`src/rtl/intr_aggr_pkg.sv`:
```
package intr_aggr_pkg;

  // Action chosen by the notification controller for one cycle
  typedef enum logic [1:0] {
    ACT_HOLD    = 2'd0,
    ACT_ASSERT  = 2'd1,
    ACT_NOTIFY  = 2'd2,
    ACT_RELEASE = 2'd3
  } notify_act_e;

  // Pick the notification action from the set/clear events, the mode and
  // whether the word will be nonzero after this edge.
  function automatic notify_act_e pick_action(
    input logic set_evt,
    input logic clr_evt,
    input logic msg_mode,
    input logic nxt_nonzero
  );
    notify_act_e act;
    act = ACT_HOLD;
    if (set_evt && nxt_nonzero) begin
      act = msg_mode ? ACT_NOTIFY : ACT_ASSERT;
    end else if (clr_evt && !nxt_nonzero && !msg_mode) begin
      act = ACT_RELEASE;
    end
    return act;
  endfunction

endpackage

```
`src/rtl/intr_rst_sync.sv`:
```
module intr_rst_sync #(
  parameter int STAGES = 2
) (
  input  logic clk,
  input  logic rst_n,
  output logic rst_n_sync
);

  logic [STAGES-1:0] shreg_q;
  logic [STAGES-1:0] shreg_nxt;

  always_comb begin
    shreg_nxt = {shreg_q[STAGES-2:0], 1'b1};
  end

  always_ff @(posedge clk or negedge rst_n) begin
    if (!rst_n) begin
      shreg_q <= '0;
    end else begin
      shreg_q <= shreg_nxt;
    end
  end

  assign rst_n_sync = shreg_q[STAGES-1];

endmodule

```
`src/rtl/intr_event_merge.sv`:
```
module intr_event_merge #(
  parameter int W        = 32,
  parameter int CALC_BIT = 0,
  parameter int XFER_BIT = 8
) (
  input  logic         raise_vld,
  input  logic [W-1:0] raise_mask,
  input  logic         evt_calc_done,
  input  logic         evt_xfer_done,
  output logic         set_vld,
  output logic [W-1:0] set_mask
);

  // Each bit takes its software request, plus the matching internal source
  // if one is tied to that position.
  for (genvar b = 0; b < W; b++) begin : g_bit
    logic sw_bit;
    logic src_bit;
    assign sw_bit = raise_vld & raise_mask[b];
    if (b == CALC_BIT) begin : g_calc
      assign src_bit = evt_calc_done;
    end else if (b == XFER_BIT) begin : g_xfer
      assign src_bit = evt_xfer_done;
    end else begin : g_none
      assign src_bit = 1'b0;
    end
    assign set_mask[b] = sw_bit | src_bit;
  end

  assign set_vld = raise_vld | evt_calc_done | evt_xfer_done;

endmodule

```
`src/rtl/intr_status_word.sv`:
```
module intr_status_word #(
  parameter int W = 32
) (
  input  logic         clk,
  input  logic         rst_n,
  input  logic         set_vld,
  input  logic [W-1:0] set_mask,
  input  logic         clr_vld,
  input  logic [W-1:0] clr_mask,
  output logic [W-1:0] status_q,
  output logic         nxt_nonzero
);

  logic [W-1:0] status_nxt;
  logic         upd_en;

  // Clear first, then set, so a bit raised in this cycle is kept
  for (genvar b = 0; b < W; b++) begin : g_cell
    logic kept;
    assign kept          = status_q[b] & ~(clr_vld & clr_mask[b]);
    assign status_nxt[b] = kept | (set_vld & set_mask[b]);
  end

  assign upd_en      = set_vld | clr_vld;
  assign nxt_nonzero = |status_nxt;

  always_ff @(posedge clk or negedge rst_n) begin
    if (!rst_n) begin
      status_q <= '0;
    end else if (upd_en) begin
      status_q <= status_nxt;
    end
  end

endmodule

```
`src/rtl/intr_notify_ctrl.sv`:
```
module intr_notify_ctrl
  import intr_aggr_pkg::*;
(
  input  logic clk,
  input  logic rst_n,
  input  logic set_vld,
  input  logic clr_vld,
  input  logic msi_en,
  input  logic nxt_nonzero,
  output logic irq_level,
  output logic msi_pulse
);

  notify_act_e act;
  logic        level_nxt;
  logic        level_en;
  logic        pulse_nxt;

  always_comb begin
    act       = pick_action(set_vld, clr_vld, msi_en, nxt_nonzero);
    level_en  = 1'b0;
    level_nxt = irq_level;
    pulse_nxt = 1'b0;
    unique case (act)
      ACT_ASSERT: begin
        level_en  = 1'b1;
        level_nxt = 1'b1;
      end
      ACT_RELEASE: begin
        level_en  = 1'b1;
        level_nxt = 1'b0;
      end
      ACT_NOTIFY: pulse_nxt = 1'b1;
      default:    pulse_nxt = 1'b0;
    endcase
  end

  always_ff @(posedge clk or negedge rst_n) begin
    if (!rst_n) begin
      irq_level <= 1'b0;
    end else if (level_en) begin
      irq_level <= level_nxt;
    end
  end

  always_ff @(posedge clk or negedge rst_n) begin
    if (!rst_n) begin
      msi_pulse <= 1'b0;
    end else begin
      msi_pulse <= pulse_nxt;
    end
  end

endmodule

```
`src/rtl/intr_status_aggr.sv`:
```
module intr_status_aggr #(
  parameter int W        = 32,
  parameter int CALC_BIT = 0,
  parameter int XFER_BIT = 8,
  parameter int SYNC_STG = 2
) (
  input  logic         clk,
  input  logic         rst_n,
  input  logic         raise_vld,
  input  logic [W-1:0] raise_mask,
  input  logic         ack_vld,
  input  logic [W-1:0] ack_mask,
  input  logic         evt_calc_done,
  input  logic         evt_xfer_done,
  input  logic         msi_en,
  output logic [W-1:0] status,
  output logic         irq_level,
  output logic         msi_pulse
);

  logic         rst_n_int;
  logic         set_vld;
  logic [W-1:0] set_mask;
  logic         nxt_nonzero;

  intr_rst_sync #(.STAGES(SYNC_STG)) u_rst_sync (
    .clk        (clk),
    .rst_n      (rst_n),
    .rst_n_sync (rst_n_int)
  );

  intr_event_merge #(.W(W), .CALC_BIT(CALC_BIT), .XFER_BIT(XFER_BIT)) u_merge (
    .raise_vld     (raise_vld),
    .raise_mask    (raise_mask),
    .evt_calc_done (evt_calc_done),
    .evt_xfer_done (evt_xfer_done),
    .set_vld       (set_vld),
    .set_mask      (set_mask)
  );

  intr_status_word #(.W(W)) u_word (
    .clk         (clk),
    .rst_n       (rst_n_int),
    .set_vld     (set_vld),
    .set_mask    (set_mask),
    .clr_vld     (ack_vld),
    .clr_mask    (ack_mask),
    .status_q    (status),
    .nxt_nonzero (nxt_nonzero)
  );

  intr_notify_ctrl u_notify (
    .clk         (clk),
    .rst_n       (rst_n_int),
    .set_vld     (set_vld),
    .clr_vld     (ack_vld),
    .msi_en      (msi_en),
    .nxt_nonzero (nxt_nonzero),
    .irq_level   (irq_level),
    .msi_pulse   (msi_pulse)
  );

endmodule

```
`config.mk`:
```
export PLATFORM = sky130hd
export DESIGN_NAME = intr_status_aggr
export DESIGN_NICKNAME = d
export VERILOG_FILES = /design/src/rtl/intr_aggr_pkg.sv /design/src/rtl/intr_rst_sync.sv /design/src/rtl/intr_event_merge.sv /design/src/rtl/intr_status_word.sv /design/src/rtl/intr_notify_ctrl.sv /design/src/rtl/intr_status_aggr.sv
export SDC_FILE = /design/constraint.sdc
export NUM_CORES = 1
export LEC_CHECK = 0
export CAP_MARGIN = 10
export CELL_PAD_IN_SITES_DETAIL_PLACEMENT = 2
export CELL_PAD_IN_SITES_GLOBAL_PLACEMENT = 2
export CORE_ASPECT_RATIO = 0.6
export CORE_MARGIN = 2
export CORE_UTILIZATION = 36
export CTS_BUF_LIST = sky130_fd_sc_hd__clkbuf_8
export CTS_CLUSTER_DIAMETER = 200
export DETAILED_ROUTE_END_ITERATION = 8
export DONT_BUFFER_PORTS = 1
export HOLD_SLACK_MARGIN = 0.12
export PLACE_DENSITY_LB_ADDON = 0.2
export SETUP_SLACK_MARGIN = 0.5
export SLEW_MARGIN = 20
export SYNTH_ARGS = -nofsm -noshare
export SYNTH_HDL_FRONTEND = slang
export SYNTH_SLANG_ARGS = --single-unit
```
`constraint.sdc`:
```
create_clock -name clk -period 1.5 [get_ports clk]
set_input_delay 0.225 -clock clk [delete_from_list [all_inputs] [get_ports clk]]
set_output_delay 0.225 -clock clk [all_outputs]
set_load 0.02 [all_outputs]
```
Yosys cells after proc, flatten, opt, wreduce, memory -nomap -nowiden
Cells that the tools add are included.

storage, ports and cells
  bits in registers = 36
  bits of input ports = 71

operators by class
  equal/unequal tests = 3
  mux-type cells = 6
  bitwise operators = 197
  reductions and logical operators = 9

operators by type and width
  kind                  count
  $and A1 B1 Y1         128
  $or A1 B1 Y1          37
  $not A1 Y1            32
  $reduce_or A32 Y1     1
  $mux W2               3
  $eq A2 B2 Y1 const B  2
  $logic_and A1 B1 Y1   3
  $eq A2 B1 Y1 const B  1
  $logic_not A1 Y1      2
  $mux W1               2
  $pmux W1 S2           1
  $reduce_and A2 Y1     1
  $reduce_bool A2 Y1    1
  $reduce_or A2 Y1      1

Logic depth before layout (Yosys ltp)
  depth in word-level cells = 14
  mapped depth = 7
  gate-level depth less buffers = 5

By module
A second synthesis with hierarchy kept.

unflattened totals
  cell total of the unflattened synthesis = 232
  area total of the unflattened synthesis = 2,192.1 µm²

modules (own cells, without submodules)
  module            times used  cells each  area each (µm²)  sequential area each (µm²)
  intr_status_word  1           155         1,607.8          800.8
  intr_event_merge  1           66          449.2            0.0
  intr_notify_ctrl  1           8           81.3             50.0
  intr_rst_sync     1           3           53.8             50.0

Least setup slack after synthesis
OpenSTA, ideal clock, no wires.

  path kind = flip-flop to flip-flop
  start = register u_word.status_q[8]
  end = register u_notify.irq_level
  setup time = 0.127 ns
  arrival = 1.308 ns
  slack = 0.065 ns
  stages on the path, launching flop included = 5
  path buffers = 0
  period minus slack after synthesis = 1.435 ns
  cell sequence = dfrtp_1 a221o_1 nor4_1 and4_1 a31oi_1

between the ends
  word-level cells in the longest chain between the ends = 12

ends and longest elaborated chain
  what                                                 line                    source
  from (decl)                                          intr_status_word.sv:10  output logic [W-1:0] status_q,
  from (signal assigned)                               intr_status_word.sv:31  status_q <= status_nxt;
  $and A1 B1 Y1 (*)                                    intr_status_word.sv:20  assign kept = status_q[b] & ~(clr_vld & clr_mask[b]);
  $or A1 B1 Y1 (*)                                     intr_status_word.sv:21  assign status_nxt[b] = kept | (set_vld & set_mask[b]);
  $reduce_or A32 Y1 (*)                                intr_status_word.sv:25  assign nxt_nonzero = |status_nxt;
  $logic_not A1 Y1                                     intr_aggr_pkg.sv:23     end else if (clr_evt && !nxt_nonzero && !msg_mode) begin
  $logic_and A1 B1 Y1 (2 in series)                    intr_aggr_pkg.sv:23
  $mux W2                                              intr_aggr_pkg.sv:23
  $mux W2 (*)                                          intr_aggr_pkg.sv:21     if (set_evt && nxt_nonzero) begin
  $eq A2 B1 Y1 / $eq A2 B2 Y1 (equally long branches)  intr_notify_ctrl.sv:24  unique case (act)
  $reduce_or A2 Y1 (no source line)                    n/a
  $mux W1                                              intr_notify_ctrl.sv:24
  $reduce_and A2 Y1 (no source line)                   n/a
  to (signal assigned)                                 intr_notify_ctrl.sv:42  irq_level <= level_nxt;
  to (decl)                                            intr_notify_ctrl.sv:10  output logic irq_level,

Mark *: on every way between the ends. The rest lies on a longest branch, timed or not.
A chain may end at the register's enable or synchronous reset.

Final worst setup path
  start = register u_word.status_q[18]
  end = register u_notify.irq_level

Same word-level chain as after synthesis.

==> results_dict.tcl <==
set metrics [dict create \
    status "finished clean" \
    numPortBuffers 0 \
    vdd_drop_max_v 0.000521 \
    seqPwrFrac_pct 44.0 \
    clock_latency_ns 0.29 \
    gp_congestion 0.711 \
    critPathMaxFanout 2 \
    maxCapViolCount 0 \
    antenna_left 0 \
    firstDrtPassIters 4 \
    setup_tns_ns 0 \
    final-setup-viol-count 0 \
    yosysTopAreaCell "dfrtp_1" \
    whs_ns 0.0782 \
    fin_crit_ns 1.43 \
    initial_core_util_pct 37.0 \
    synth_top_family_by_area "compound AO/OA/AOI/OAI gates" \
    core_um2 4030 \
    synth-simple-area-share_pct 13.4 \
    gr-total-overflow 0 \
    io_pins 105 \
    path_cells "a22o_1, nor4_1, and4_1, a31oi_1" \
    layout.nets 234 \
    place_area_um2 1730 \
    slew_viol_final 0 \
    switching_share_pct 26.2 \
    via_per_inst 5.55 \
    diodes 0 \
    crit_slowest_cell "dfrtp_1" \
    drive_gt1_share_pct 30.5 \
    yosysWarnings 0 \
    grt_max_degree 35 \
    use_met1_pct 24.8 \
    crit_end "u_notify.irq_level" \
    num_vias 1188 \
    syn_inst 127 \
    routedWlPerCell_um 21.1 \
    hp-start "evt_xfer_done" \
    r2r_slack_ns 0.07 \
    met3_usage_pct 5.67 \
    synthTopCellsByArea "dfrtp_1 60%, a22o_1 18%, nand2_1 8.1%, nor4_1 3.4%, buf_6 3.0%" \
    n_fill_cell 407 \
    routed_wl_mm 4.52 \
    path_class "flip-flop to flip-flop" \
    area_growth_pct 35.7 \
    cts.htree.levels 2 \
    syn_area_um2 1490 \
    p_sw_w 0.000683 \
    gr-usage-all-layers_pct 19.8 \
    cts_buffer_depth 2 \
    cpPeakStageDelay_ns 0.38 \
    reg2reg_depth 4 \
    worstHoldPathType "input pin to flip-flop" \
    r2r_end "u_notify.irq_level" \
    die_h_um 53.9 \
    grt_pass1_wl_mm 6.64 \
    cts.root.buffer_cell "clkbuf_8" \
    synth_top_area_share_pct 60.4 \
    synth_nets 198 \
    synth-compound-area-share_pct 20.2 \
    pwr-share-clk_pct 35.4 \
    rsz0062_at_grt "yes" \
    synth_seq_area_share_pct 60.4 \
    finalHoldViolCount 0 \
    power_report.internal_total_w 0.00193 \
    synth_cell_types 17 \
    synthXorXnorAreaFrac_pct 0 \
    instances_no_fill 214 \
    max_clock_freq_ghz 0.699 \
    powerDensity_nw_per_um2 1290 \
    clk_pin_slew_ns 0.08 \
    fin_area_um2 2020 \
    die-area_um2 4690 \
    grtUsageMet2_pct 33.3 \
    startpoint_type "flip-flop" \
    cp.arrival_ns 1.60 \
    leakagePower_nw 0.920 \
    synth_seq_cells 36 \
    synthAdderAreaFrac_pct 0 \
    cts_tree "done" \
    top_usage_layer "met2" \
    drc 0 \
    ctsHoldBuffers 2 \
    drt-initial-drc-count 51 \
    syn_area_per_cell_um2 11.7 \
    post-dp-hpwl_mm 3.23 \
    rows 18 \
    grt_pass1_vias 1246 \
    clock-sinks 36 \
    dp.cells 202 \
    synthMuxAreaShare_pct 0 \
    period_share_pct 95.4 \
    cts_buffers 5 \
    crit-reg2reg-launch "u_word.status_q[18]" \
    crit_start "u_word.status_q[18]" \
    worst_setup_path_end_kind "flip-flop" \
    required_ns 1.67 \
    antenna_found_initial 0 \
    finClkSkew_ns 0.0106 \
    finalPower_w 0.00261 \
    die_w_um 87.1 \
    pwr-share-comb_pct 20.5 \
]
==> area by class of cell <==
type                            instances  area, um2  area share [%]
Multi-Input combinational cell         81        531            26.2
Clock buffer                            7       96.3            4.76
Tap cell                               50       62.6            3.09
Inverter                                2       7.51           0.371
Timing Repair Buffer                   37        392            19.4
Sequential cell                        36        905            44.7
Clock inverter                          1       30.0            1.48
==> synth_stat cells <==
| library cell | instances |
|---|---|
| o21ai_0 | 1 |
| buf_4 | 1 |
| a221o_1 | 2 |
| dfrtp_1 | 36 |
| a211oi_1 | 1 |
| conb_1 | 1 |
| a31oi_1 | 1 |
| a22o_1 | 30 |
| buf_2 | 2 |
| buf_6 | 4 |
| nor3_1 | 1 |
| buf_8 | 1 |
| and4_1 | 2 |
| inv_1 | 2 |
| nor4_1 | 8 |
| nand2_1 | 32 |
| nor2_1 | 2 |
==> power groups by stage <==
stage | clock network [W] | logic (W) | registers (W)
detailed placement | 0 | 0.000469 | 0.00115
global route | 0.000982 | 0.000573 | 0.00116
global placement | 0 | 0.000457 | 0.00114
finish | 0.000924 | 0.000536 | 0.00115
floorplan | 0 | 0.000174 | 0.00127
CTS | 0.000943 | 0.000522 | 0.00114
==> what timing repair did <==
item | 4_1_cts | 5_1_grt
endpoints found under the setup margin | 35 | 35
setup buffers | 1 | 1
gates resized for setup | 22 | 11
pin swaps | 1 | 1
cloned | 0 | 0
endpoints found under the hold margin | 8 | 1
==> worst min path at each step <==
stage,slack [ns],cells after the start,end
global placement,-0.07,0,u_rst_sync.shreg_q[1]
finish,0.08,1,u_word.status_q[8]
detailed placement,-0.07,0,u_rst_sync.shreg_q[1]
floorplan,-0.07,0,u_rst_sync.shreg_q[0]
CTS,0.07,1,u_word.status_q[8]
global route,0.09,1,u_word.status_q[8]
==> critical path, delay by kind of cell (launching register included) <==
kind	cells	cell delay [ns]
simple gates	2	0.62
flops	1	0.38
compound gates	2	0.31
==> metal layers <==
metal	vias to the layer above	share of wire [%]	wire length, um
met3	2	7.3	332
met4	0	0.29	13
met2	58	50	2280
met5	-	0	0
met1	592	42	1900
li1	536	-	-
==> stage by stage <==
stage	utilization [%]	worst slack [ns]
detailed placement	42.9	-0.0209
global placement	42.9	0.0210
global route	50.2	-0.0176
CTS	49.0	0.0615
floorplan	-	0.183
finish	50.2	0.0690
==> logic make-up after synthesis <==
group	count (synthesis)
AOI/OAI and AO/OA	35
DFF	36
other	1
buffers and inverters	10
and+or+nand+nor	45
==> sequential cells by signal, summed over array words and instances (netlist names) <==
| signal | cells |
|---|---|
| u_notify.irq_level | 1 |
| u_notify.msi_pulse | 1 |
| u_rst_sync.shreg_q | 2 |
| u_word.status_q | 32 |
==> cells in the final DEF (no fill, tap or decap), drive strengths merged, types with 2 or more instances in the layout <==
| cell | netlist | routed |
|---|---|---|
| a221o | 2 | 2 |
| a22o | 30 | 30 |
| and4 | 2 | 2 |
| buf | 8 | 35 |
| clkbuf | 0 | 7 |
| dfrtp | 36 | 36 |
| dlygate4sd3 | 0 | 2 |
| inv | 2 | 2 |
| nand2 | 32 | 32 |
| nor2 | 2 | 2 |
| nor4 | 8 | 8 |
No activity file was read; power rests on OpenSTA's default activity.
